==> src/rtl/stc_pkg.sv <==
package stc_pkg;

  localparam int DATA_W    = 32;
  localparam int HALF_W    = 16;
  localparam int OFF_ID    = 'h00;
  localparam int OFF_COUNT = 'h10;
  localparam logic [DATA_W-1:0] ID_VALUE = 32'h0000_0021;

  typedef enum logic [1:0] {
    SZ_BYTE = 2'd0,
    SZ_HALF = 2'd1,
    SZ_WORD = 2'd2,
    SZ_RSVD = 2'd3
  } acc_size_e;

  typedef struct packed {
    logic [DATA_W-1:0] data;
    logic              upd;
    logic              err;
    logic              hold_ld;
    logic [HALF_W-1:0] hold_d;
  } stc_rsp_t;

  function automatic logic [HALF_W-1:0] lo_half(input logic [DATA_W-1:0] w);
    return w[HALF_W-1:0];
  endfunction

  function automatic logic [HALF_W-1:0] hi_half(input logic [DATA_W-1:0] w);
    return w[DATA_W-1:HALF_W];
  endfunction

  function automatic logic [DATA_W-1:0] widen_half(input logic [HALF_W-1:0] h);
    return {{(DATA_W-HALF_W){1'b0}}, h};
  endfunction

endpackage

==> src/rtl/stc_counter.sv <==
module stc_counter #(
  parameter int CNT_W = 32
) (
  input  logic                      clk,
  input  logic                      rst_n,
  input  logic                      tick_en,
  output logic [CNT_W-1:0]          count,
  output logic [stc_pkg::DATA_W-1:0] count_word
);
  import stc_pkg::*;

  logic [CNT_W-1:0] count_q;

  function automatic logic [CNT_W-1:0] bump(input logic [CNT_W-1:0] c);
    return c + {{(CNT_W-1){1'b0}}, 1'b1};
  endfunction

  always_ff @(posedge clk) begin
    if (!rst_n)       count_q <= '0;
    else if (tick_en) count_q <= bump(count_q);
  end

  assign count = count_q;

  generate
    if (CNT_W < DATA_W) begin : g_pad
      assign count_word = {{(DATA_W-CNT_W){1'b0}}, count_q};
    end else begin : g_full
      assign count_word = count_q[DATA_W-1:0];
    end
  endgenerate

endmodule

==> src/rtl/stc_decode.sv <==
module stc_decode #(
  parameter int ADDR_W = 12
) (
  input  logic [ADDR_W-1:0]          bus_addr,
  input  logic                       bus_rd,
  input  logic                       bus_wr,
  input  logic [1:0]                 bus_size,
  input  logic [stc_pkg::DATA_W-1:0] count_word,
  input  logic [stc_pkg::HALF_W-1:0] hold_word,
  output stc_pkg::stc_rsp_t          rsp,
  output logic                       reg_hit,
  output logic                       rd_accept
);
  import stc_pkg::*;

  logic [DATA_W-1:0] reg_val;
  logic              hit_id;
  logic              hit_cnt;
  acc_size_e         size;

  assign size      = acc_size_e'(bus_size);
  assign hit_id    = (bus_addr == ADDR_W'(OFF_ID));
  assign hit_cnt   = (bus_addr == ADDR_W'(OFF_COUNT));
  assign reg_hit   = hit_id | hit_cnt;
  assign rd_accept = bus_rd & ~bus_wr;

  always_comb begin
    if (hit_id)       reg_val = ID_VALUE;
    else if (hit_cnt) reg_val = count_word;
    else              reg_val = '0;
  end

  always_comb begin
    rsp = '0;
    if (bus_wr) begin
      rsp.err = 1'b1;
    end else if (bus_rd) begin
      rsp.upd = 1'b1;
      unique case (size)
        SZ_WORD: begin
          rsp.data = reg_val;
          rsp.err  = ~reg_hit;
        end
        SZ_HALF: begin
          if (bus_addr[1]) begin
            rsp.data = widen_half(hold_word);
          end else begin
            rsp.data    = widen_half(lo_half(reg_val));
            rsp.hold_ld = 1'b1;
            rsp.hold_d  = hi_half(reg_val);
            rsp.err     = ~reg_hit;
          end
        end
        default: begin
          rsp.err = 1'b1;
        end
      endcase
    end
  end

endmodule

==> src/rtl/stc_resp.sv <==
module stc_resp (
  input  logic                       clk,
  input  logic                       rst_n,
  input  stc_pkg::stc_rsp_t          rsp,
  output logic [stc_pkg::DATA_W-1:0] rdata,
  output logic                       err,
  output logic [stc_pkg::HALF_W-1:0] hold
);
  import stc_pkg::*;

  logic [DATA_W-1:0] rdata_q;
  logic              err_q;
  logic [HALF_W-1:0] hold_q;

  always_ff @(posedge clk) begin
    if (!rst_n) begin
      rdata_q <= '0;
      err_q   <= 1'b0;
      hold_q  <= '0;
    end else begin
      err_q <= rsp.err;
      if (rsp.upd)     rdata_q <= rsp.data;
      if (rsp.hold_ld) hold_q  <= rsp.hold_d;
    end
  end

  assign rdata = rdata_q;
  assign err   = err_q;
  assign hold  = hold_q;

endmodule

==> src/rtl/sync_tick_counter.sv <==
module sync_tick_counter #(
  parameter int ADDR_W = 12,
  parameter int CNT_W  = 32
) (
  input  logic              clk,
  input  logic              rst_n,
  input  logic              tick_en,
  input  logic [ADDR_W-1:0] bus_addr,
  input  logic              bus_rd,
  input  logic              bus_wr,
  input  logic [1:0]        bus_size,
  output logic [31:0]       bus_rdata,
  output logic              bus_err
);
  import stc_pkg::*;

  logic [CNT_W-1:0]  cnt_value;
  logic [DATA_W-1:0] cnt_word;
  logic [HALF_W-1:0] hold_value;
  stc_rsp_t          rsp_next;
  logic              reg_hit;
  logic              rd_accept;

  stc_counter #(.CNT_W(CNT_W)) u_counter (
    .clk        (clk),
    .rst_n      (rst_n),
    .tick_en    (tick_en),
    .count      (cnt_value),
    .count_word (cnt_word)
  );

  stc_decode #(.ADDR_W(ADDR_W)) u_decode (
    .bus_addr   (bus_addr),
    .bus_rd     (bus_rd),
    .bus_wr     (bus_wr),
    .bus_size   (bus_size),
    .count_word (cnt_word),
    .hold_word  (hold_value),
    .rsp        (rsp_next),
    .reg_hit    (reg_hit),
    .rd_accept  (rd_accept)
  );

  stc_resp u_resp (
    .clk   (clk),
    .rst_n (rst_n),
    .rsp   (rsp_next),
    .rdata (bus_rdata),
    .err   (bus_err),
    .hold  (hold_value)
  );

endmodule

==> config.mk <==
export PLATFORM = sky130hd
export DESIGN_NAME = sync_tick_counter
export DESIGN_NICKNAME = d
export VERILOG_FILES = /design/src/rtl/stc_pkg.sv /design/src/rtl/stc_counter.sv /design/src/rtl/stc_decode.sv /design/src/rtl/stc_resp.sv /design/src/rtl/sync_tick_counter.sv
export SDC_FILE = /design/constraint.sdc
export NUM_CORES = 1
export LEC_CHECK = 0
export BUFFER_PORTS_ARGS = -buffer_cell sky130_fd_sc_hd__clkbuf_2
export CORE_MARGIN = 2
export CORE_UTILIZATION = 55
export CTS_BUF_LIST = sky130_fd_sc_hd__clkbuf_4
export DETAILED_ROUTE_END_ITERATION = 10
export GPL_TIMING_DRIVEN = 0
export HOLD_SLACK_MARGIN = 0.1
export PLACE_DENSITY = 0.77
export SYNTH_ARGS = -nofsm -noshare
export SYNTH_HDL_FRONTEND = slang
export SYNTH_HIERARCHICAL = 1
export SYNTH_SLANG_ARGS = --single-unit
==> constraint.sdc <==
create_clock -name clk -period 4.4 [get_ports clk]
set_input_delay 0.22 -clock clk [delete_from_list [all_inputs] [get_ports clk]]
set_output_delay 0.22 -clock clk [all_outputs]
set_load 0.05 [all_outputs]
# After elaboration in Yosys (flattened, before gate mapping)
# Index checks and enable logic that the tools add are counted.
# totals
wordCells,22
out_inout_bits,33
reg_bits,81
# op_classes
reduce_logical,1
mux,11
addsub,1
eq_ne,3
bitwise_logic,2
# ops
cell,n
$mux 32,2
$pmux 32 s2,1
$mux 51,1
$mux 17,2
$mux 33,1
$add 32x1->32 const B,1
$mux 18,1
$mux 16,1
$eq 12x5->1 const B,1
$logic_not 12->1,1
$eq 2x1->1 const B,1
$eq 2x2->1 const B,1
$pmux 1 s2,1
$mux 1,1
$not 1->1,1
$or 1x1->1,1

# Depth between registers and ports, before layout
# Gate-level depths: netlist (run 1).
# logic_depth
depth_word,7
mapped_depth,9
ltp_nobuf,7

# Cells and area by module
# Netlist (run 1), hierarchy kept.
# modules_own_cells
mod,instances,cells_per_inst,area_per_inst_um2
stc_resp,1,157,1891.8
stc_counter,1,208,1803.0
stc_decode,1,130,808.3

# Least setup slack after synthesis (run 1)
# Ideal clock, no wire load.
# synth_timing
kind,register to register
from,reg u_counter.count_q[8] (netlist: u_counter/count[8])
to,reg u_counter.count_q[24] (netlist: u_counter/count[24])
path_stages_with_launch,7
setup_time_ns,0.131
path_buffers,2
t_arrival_ns,1.651
slack_ns,2.617
cell_sequence,dfxtp_1 nand4_2 or4_4 buf_6 buf_8 o311ai_2 o41ai_2
# synth_via
elab_chain_len,1
# synth_lines
item,line_no,rtl
"start, declared",stc_counter.sv:12,logic [CNT_W-1:0] count_q;
"start signal, assigned",stc_counter.sv:20,else if (tick_en) count_q <= bump(count_q);
$add 32x1->32,stc_counter.sv:15,"return c + {{(CNT_W-1){1'b0}}, 1'b1};"
# No other way between the ends.
# A chain may end at the register's enable or synchronous reset.

# Final worst setup path (run 1)
# layout_timing
from,reg u_counter.count_q[9] (netlist: u_counter/count[9])
to,reg u_counter.count_q[30] (netlist: u_counter/count[30])
# The elaborated chain is that of the path after synthesis.

==> results of run 1 <==
## what timing repair did
| item | 4_1_cts | 5_1_grt |
|---|---|---|
| endpoints found under the hold margin | 1 | 0 |
| setup buffers | 0 | 0 |
| hold buffers | 1 | 0 |
| resized for setup | 0 | 0 |
## how the worst max path moves through the flow
stage / endpoint / cells past startpoint / slack (ps)
3_5_place_dp: u_resp/rdata[5] / 9 / 2290
2_1_floorplan: u_counter/count[24] / 6 / 2620
5_1_grt: u_counter/count[30] / 6 / 2260
3_3_place_gp: u_resp/rdata[15] / 9 / 2370
6_report: u_counter/count[30] / 6 / 2350
4_1_cts: u_counter/count[30] / 6 / 2400
## power by group
part	switching, mW	leakage (nW)	internal, mW
registers	0.00256	0.653	0.736
logic	0.0567	1.06	0.0422
clock network	0.276	0.0625	0.119
## area by class of cell
| class | instances | area share |
|---|---|---|
| multi-input cells | 338 | 0.468 |
| flip-flops and latches | 81 | 0.323 |
| plain buffers | 68 | 0.100 |
| repair buffers | 51 | 0.0519 |
| well taps | 105 | 0.0262 |
| clock buffers | 9 | 0.0135 |
| clock inverters | 7 | 0.0110 |
| inverters | 8 | 0.00599 |
## through the flow
stage               power [mW]  worst slack [ps]  cells  instance area [um^2]  utilization
floorplan                0.825              2620    495                  4500            -
global placement         0.850              2370    650                  4880        0.604
detailed placement       0.853              2290    650                  4880        0.604
CTS                       1.25              2400    667                  5020        0.620
global route              1.29              2260    667                  5020        0.620
finish                    1.23              2350    667                  5020        0.620
## registers in the layout, indices dropped and copies added, names as in the netlist
register and count:
u_counter/count 32, u_resp/err 1, u_resp/hold 16, u_resp/rdata 32
## kinds of logic after synthesis
group                      share of synthesized area
DFF                                            0.360
adders and majority gates                    0.00834
xor gates and xnor gates                      0.0253
buffers and inverters                          0.119
muxes                                          0.116
and+or+nand+nor                                0.295
AOI/OAI and AO/OA                             0.0767
## Yosys cell counts (2+ instances only)
cell and n:
o41ai_1 7, buf_12 4, ha_1 3, and4_1 3, and2_1 3, nor3_1 8
xnor2_1 4, nor4_4 2, o311ai_1 2, clkbuf_1 17, buf_6 5, nor3_2 11
or4_1 3, o21ai_1 10, a21oi_1 8, inv_1 8, nor2b_1 52, nor4_1 3
nand3_1 25, nand2_1 30, o31ai_1 5, nand4_1 24, mux2i_1 52, and3_1 3
o21ai_0 10, o311ai_0 5, nand4_4 2, xor2_1 9, nor2_1 30, buf_4 34
or3_1 4, nand2b_1 10, dfxtp_1 81, buf_2 5
## metal layers
| metal | up-vias | routed length (um) | GRT usage |
|---|---|---|---|
| met4 | 0 | 178 | 0.0942 |
| met1 | 1720 | 4380 | 0.284 |
| met5 | - | 0 | 0 |
| li1 | 1841 | - | - |
| met3 | 14 | 381 | 0.0399 |
| met2 | 79 | 4890 | 0.390 |
## critical path, delay by kind of cell, from the launching register on
| family | cells | cell delay (ps) |
|---|---|---|
| AO/OA/AOI/OAI | 2 | 490 |
| flip-flops | 1 | 450 |
| AND/OR/NAND/NOR | 2 | 720 |
| buffers and inverters | 2 | 280 |
==> summary.txt, run 1 <==
Worst setup path
  – CP Class: register to register
  – WP data required: 4730 ps
  – CP Launch Point: u_counter/count[9]
  – Crit-path cells: nand4_2 > or4_4 > buf_6 > buf_8 > o311ai_1 > o41ai_1
  – Critical path's largest stage delay: 550 ps
  – R2R Path Start: u_counter/count[9]
  – FF-to-FF path depth: 6
  – Slowest-stage cell, CP: or4_4
  – Worst EP arrival: 2380 ps
  – Startpoint Class: register
  – R2r setup slk: 2350 ps
  – Worst setup EP type: register
  – Worst R2R End: u_counter/count[30]
  – CP Max Fanout: 10

Timing
  – Worst relative slew slack: 0.510
  – Worst Tran Pin Value: 731 ps
  – Final TNS setup: 0 ps
  – Final setup viols: 0
  – WHS: 153 ps
  – Fin crit share: 0.466
  – RSZ-0062 raised after global routing: no
  – Fmax achieved: 0.487 GHz
  – Clock Skew: 23.2 ps
  – Final hold viol count: 0
  – Fin. max-slew vios: 0
  – Post-route minimum period: 2050 ps

Synth
  – Top_reg_cell synth: dfxtp_1
  – Mapped Avg Cell Area: 9.10 um^2
  – Top cell type's share of synthesized area: 0.360
  – Number of flops mapped to enable cells by yosys: 0
  – Post-synth top area cell: dfxtp_1
  – Synth area leaders: dfxtp_1, mux2i_1, nor2b_1, buf_4, nand4_1
  – Yosys warns: 6
  – Cell area after synthesis: 0.00450 mm^2
  – Ys async rst share: 0
  – Synth cell types: 47
  – Yosys reg bits: 81
  – Gate Count Post-Synth: 495
  – Part of the Yosys area used for sequential elements: 0.360
  – Mapped Nets: 517

CTS
  – CTS Buf Count: 9
  – CTS Sinks: 81
  – CTS tree: built
  – Clk slew on worst S/H paths: 130 ps
  – H-tree levels: 3
  – Root Driver: clkbuf_4
  – Worst skew pair latency: 440 ps
  – Clk buf depth: 2

Floorplanning
  – Die area: 0.00893 mm^2
  – Die width: 94.5 um
  – DIE HEIGHT: 94.5 um
  – I/O Pins: 52
  – Row count: 33
  – Core box area: 0.00809 mm^2
  – Initial core utilization: 0.556

Place
  – Count of input and output buffers: 50
  – Final HPWL DP: 7590 um
  – Final GP Congestion: 0.874

Power
  – Power Density: 246 mW/mm^2
  – Worst VDD drop: 0.000120 V
  – Leakage: 1.78 nW

Finish
  – Most common cell after layout, fill and taps aside: dfxtp_1
  – Reg area: 0.00162 mm^2
  – Layout cell share with drive strength beyond 1: 0.247
  – Fill cells: 720
  – ANT cells: 0
  – Multi-input logic area: 0.00235 mm^2
  – Final net count: 579
  – Area delta synth->final: 11.4%
  – Most frequent cells in the layout: dfxtp_1, mux2i_1, nor2b_1, clkbuf_2, buf_4

Hold path
  – Hold path depth: 3
  – HP Start: rst_n
  – Type of the worst min-delay path: primary input to register
  – Hold Path Sink: u_counter/count[25]

Route
  – Routed WL: 9830 um
  – Routed vias: 3654
  – Pre-Repair DR Iteration Count: 4
  – DRC viols: 0
  – Routed WL per cell: 14.7 um
  – Routed Antenna Nets: 0
  – Initial DRC count: 191
  – Via-to-Cell Ratio: 5.48

GRT
  – GRT Residual Overflow: 0
  – Vias in the first global route: 3452
  – First-pass GRT wire length: 15900 um
  – Tot GR Track Use: 0.228
  – Antenna violations before repair: 0
  – Largest net degree at the start of global routing: 16

Job
  – Max Cap Viol: 0

Status
  – Outcome: completed
Note: power is estimated with default switching activity, not from simulation.
==> inputs of run 2 (changes only) <==
- PLACE_DENSITY: 0.77 -> 0.8
- clock period: 4.4 -> 1.8 ns (I/O delays scaled with it)
==> summary.txt, run 2 (same netlist as run 1, synthesis figures left out) <==
Timing
  – Worst Tran Pin Value: 756 ps
  – Clock Skew: 17.8 ps
  – Fin. max-slew vios: 0
  – Final setup viols: 0
  – RSZ-0062 raised after global routing: yes
  – Worst relative slew slack: 0.493
  – Fmax achieved: 0.561 GHz
  – Final hold viol count: 0
  – WHS: 228 ps
  – Fin crit share: 0.991
  – Post-route minimum period: 1780 ps

Worst setup path
  – Crit-path cells: nand4_1 > or4_4 > buf_8 > o311ai_4 > o41ai_2
  – R2r setup slk: 20 ps
  – WP data required: 2100 ps
  – CP Class: register to register
  – Slowest-stage cell, CP: or4_4
  – Worst EP arrival: 2090 ps
  – CP top delay family: simple AND/OR/NAND/NOR gates
  – Worst setup EP type: register
  – Startpoint Class: register
  – Buf/Inv on CP: 1
  – Critical path's largest stage delay: 580 ps
  – CP Max Fanout: 10

Power
  – Worst VDD drop: 0.000508 V
  – Leakage: 1.90 nW
  – Power Density: 595 mW/mm^2

Floorplanning
  – Core box area: 0.00809 mm^2
  – Die width: 94.5 um
  – DIE HEIGHT: 94.5 um
  – I/O Pins: 52
  – Initial core utilization: 0.556
  – Die area: 0.00893 mm^2
  – Row count: 33

Finish
  – Area delta synth->final: 16.6%
  – Final non-filler cell total: 678
  – Most common cell after layout, fill and taps aside: dfxtp_1
  – Most frequent cells in the layout: dfxtp_1, clkbuf_2, mux2i_1, nor2b_1, buf_4
  – Final net count: 590
  – Layout cell share with drive strength beyond 1: 0.295
  – ANT cells: 0
  – Fin area: 0.00525 mm^2

Place
  – Placed insts: 650
  – Dpl cell area: 0.00488 mm^2
  – Final GP Congestion: 0.886
  – Count of input and output buffers: 50
  – Final HPWL DP: 7630 um

GRT
  – Met3 Use GR: 0.0439
  – Vias in the first global route: 3574
  – Top Usage Layer GRT: met2
  – Antenna violations before repair: 0
  – GRT Residual Overflow: 0
  – Met2 Track Usage GR: 0.413
  – Largest net degree at the start of global routing: 15
  – Met1 Use GR: 0.302
  – First-pass GRT wire length: 16900 um
  – Tot GR Track Use: 0.239

Route
  – Via-to-Cell Ratio: 5.45
  – Initial DRC count: 131
  – Routed WL per cell: 15.3 um
  – DRC viols: 0
  – Routed vias: 3697
  – Routed WL: 10400 um
  – Routed Antenna Nets: 0
  – Pre-Repair DR Iteration Count: 6

CTS
  – CTS tree: built
  – CTS Sinks: 81
  – H-tree levels: 3
  – Clk buf depth: 2
  – Root Driver: clkbuf_4
  – CTS Buf Count: 9
  – Clk slew on worst S/H paths: 130 ps
  – Worst skew pair latency: 420 ps

Status
  – Outcome: completed

Job
  – Max Cap Viol: 0

Hold path
  – Type of the worst min-delay path: primary input to register
-- run 2: cell count changes in the layout (fill, tap and decap cells not counted), sizes merged --
cell,previous run,this run
buf,50,61
bufinv,0,1
clkbuf,77,74
clkinv,4,3
dlygate4sd3,1,4
-- run 2: where the power goes --
part           switching, mW  leakage (nW)  internal (mW)
combinational          0.145          1.17          0.111
sequential           0.00600         0.661           1.79
clock                  0.650        0.0676          0.421
-- run 2: layout make-up --
cell class | count | area [um^2]
inverter | 8 | 30.0
clock inverter | 7 | 70.1
sequential | 81 | 1650
buffer | 65 | 490
multi-input combinational | 338 | 2430
tap | 105 | 131
clock buffer | 9 | 67.6
fill | 684 | 2840
timing repair buffer | 65 | 373
-- run 2: worst min-delay path, delay by kind of cell --
family	cells	cell delay [ps]
simple gates	4	290
buf+inv	1	100
mux	1	120
-- run 2: final timing paths --
check	to	startpoint	cells after the start
setup / recovery	u_counter/count[29]	u_counter/count[18]	5
hold / removal	u_resp/rdata[31]	bus_addr[0]	6
setup reg to reg	u_counter/count[29]	u_counter/count[18]	5
hold reg to reg	u_counter/count[31]	u_counter/count[31]	2
-- run 2: routing by layer --
metal,vias to the layer above,part of all wire
li1,1855,-
met1,1755,0.44
met2,75,0.51
met3,12,0.037
met4,0,0.015
met5,-,0
-- run 2: what timing repair did --
action	CTS	global route
setup buffers	7	4
pin swaps	2	2
endpoints found under the hold margin	9	0
endpoints found under the setup margin	11	24
resized for setup	25	13
hold buffers	4	0
-- run 2: stage by stage --
step | TNS (ps) | power (mW) | util | worst slack (ps)
floorplan | 0 | 2.02 | - | 17.4
global placement | -1190 | 2.08 | 0.604 | -107
detailed placement | -2580 | 2.09 | 0.604 | -247
CTS | 0 | 3.14 | 0.642 | 0.297
global route | -116 | 3.27 | 0.649 | -31.9
finish | 0 | 3.12 | 0.649 | 16.8
==> inputs of run 3 (changes only) <==
--- a/config.mk
+++ b/config.mk
@@ -7,2 +7,3 @@
 export LEC_CHECK = 0
+export ABC_AREA = 1
 export BUFFER_PORTS_ARGS = -buffer_cell sky130_fd_sc_hd__clkbuf_2
@@ -14,3 +15,3 @@
 export HOLD_SLACK_MARGIN = 0.1
-export PLACE_DENSITY = 0.8
+export PLACE_DENSITY = 0.79
 export SYNTH_ARGS = -nofsm -noshare
==> constraint.sdc (replaced) <==
create_clock -name clk -period 1.8 [get_ports clk]
set_input_delay 0.27 -clock clk [delete_from_list [all_inputs] [get_ports clk]]
set_output_delay 0.27 -clock clk [all_outputs]
set_load 0.05 [all_outputs]
==> summary.txt, run 3 <==
Finish
  – Layout cell share with drive strength beyond 1: 0.213
  – Final non-filler cell total: 948
  – Area delta synth->final: 11.1%
  – Most frequent cells in the layout: nand2_1, nor2_1, inv_1, dfxtp_1, clkbuf_2
  – Most common cell after layout, fill and taps aside: nand2_1
  – Fin area: 0.00535 mm^2
  – ANT cells: 0
  – Final net count: 857
  – Final core occ: 0.622

Route
  – Pre-Repair DR Iteration Count: 5
  – Routed WL: 10300 um
  – Via-to-Cell Ratio: 4.70
  – DRC viols: 0
  – Routed WL per cell: 10.8 um
  – Routed vias: 4455
  – Routed Antenna Nets: 0
  – Initial DRC count: 203

Worst setup path
  – Worst setup EP type: register
  – FF-to-FF path depth: 8
  – Startpoint Class: register
  – WP data required: 2120 ps
  – R2R Path Start: u_counter/count[0]
  – Worst R2R End: u_counter/count[28]
  – Worst EP arrival: 1920 ps
  – CP Max Fanout: 6
  – R2r setup slk: 200 ps
  – CP Class: register to register

Timing
  – Post-route minimum period: 1600 ps
  – Final setup viols: 0
  – Post-route setup slack: 200 ps
  – RSZ-0062 raised after global routing: no
  – Final hold viol count: 0
  – Worst Tran Pin Value: 570 ps
  – Final TNS setup: 0 ps
  – Fin crit share: 0.889
  – Fin. max-slew vios: 0
  – Clock Skew: 17.0 ps
  – Fmax achieved: 0.625 GHz
  – Worst relative slew slack: 0.620

CTS
  – Clk slew on worst S/H paths: 130 ps
  – Post-CTS sizing: 0
  – CTS Sinks: 81
  – Post CTS Setup Buffer Count: 0
  – CTS tree: built
  – CTS Buf Count: 9
  – Root Driver: clkbuf_4
  – Clk buf depth: 2
  – H-tree levels: 3
  – Worst skew pair latency: 410 ps

Job
  – Max Cap Viol: 0

GRT
  – Largest net degree at the start of global routing: 14
  – GRT Residual Overflow: 0
  – Vias in the first global route: 4145
  – First-pass GRT wire length: 18000 um
  – Antenna violations before repair: 0
  – Tot GR Track Use: 0.228

Synth
  – Mapped Avg Cell Area: 6.22 um^2
  – Yosys warns: 6
  – Mapped Nets: 795
  – Cell area after synthesis: 0.00481 mm^2
  – Gate Count Post-Synth: 773

Place
  – Final GP Congestion: 0.949
  – Final HPWL DP: 8000 um
  – Setup slack at placement: -138 ps
  – Placed insts: 931
  – Count of input and output buffers: 50
  – Dpl cell area: 0.00520 mm^2

Power
  – Int Pwr: 2.45 mW
  – Sw Share: 0.290
  – Worst VDD drop: 0.000363 V
  – Leakage: 2.27 nW
  – Logic pwr share: 0.144
  – Clock share of power: 0.312
  – NetSw: 1000 uW
  – Sequential power share: 0.545
  – Power Density: 645 mW/mm^2

Hold path
  – HP Start: bus_rd
  – Hold path depth: 5
  – Hold Path Sink: u_resp/err
  – Type of the worst min-delay path: primary input to register

Floorplanning
  – DIE HEIGHT: 97.5 um
  – Initial core utilization: 0.560
  – I/O Pins: 52
  – Row count: 34
  – Die width: 97.5 um
  – Core box area: 0.00859 mm^2
  – Die area: 0.00951 mm^2

Status
  – Outcome: completed
run 3: changes by cell type in the layout (fill, tap and decap cells not counted), sizes merged, moves of 12 or more:
cell   delta
nor2b    -52
nand2   +195
nor3     -18
nand4    -20
o21ai    -12
nor2    +185
mux2i    -52
a21oi    +28
inv      +97
run 3: worst max-delay path, cell delays in order, from the launching register on:
cell     delay (ps)
dfxtp_1         430
ha_1            220
nand2_2         100
nor2_4          160
nand3_4         140
nor2_1          230
nand3_1         110
nand2_1          90
nor2_1           40
run 3: worst max path at each step:
| stage | endpoint | from |
|---|---|---|
| after global routing | u_counter/count[24] | u_counter/count[0] |
| after detailed placement | u_resp/hold[5] | bus_size[1] |
| final | u_counter/count[28] | u_counter/count[0] |
| after CTS | u_counter/count[28] | u_counter/count[0] |
| after floorplan | u_resp/hold[10] | bus_size[1] |
| after global placement | u_resp/hold[5] | bus_size[1] |
run 3: area by class of cell:
type                    instances  area (um^2)
clock buffers                  11         82.6
fillers                       844         3250
well taps                     108          135
inverters                     107          404
multi-input cells             526         2340
plain buffers                  59          440
flip-flops and latches         81         1620
repair buffers                 51          260
clock inverters                 5         56.3
run 3: routing by layer:
layer  global-route usage  share of wire  vias up
li1                     -              -     2397
met2                0.401           0.49       98
met3               0.0360          0.040        8
met5                    0              0        -
met4               0.0748          0.011        0
met1                0.284           0.46     1952
run 3: repair_timing:
item / in CTS / in global routing
endpoints found under the setup margin: 0 / 0
hold buffers: 1 / 0
endpoints found under the hold margin: 1 / 0
run 3: through the flow:
| step | total power, mW | hold WS (ps) |
|---|---|---|
| floorplan | 2.29 | 408 |
| global placement | 2.40 | 456 |
| detailed placement | 2.41 | 464 |
| CTS | 3.48 | 246 |
| global route | 3.63 | 237 |
| finish | 3.45 | 254 |
run 3: power by group through the flow:
stage	combinational, mW	clock, mW	sequential (mW)
after floorplan	0.235	0	2.06
after global placement	0.485	0	1.91
after detailed placement	0.495	0	1.92
after CTS	0.497	1.11	1.88
after global routing	0.545	1.20	1.88
final	0.495	1.07	1.88
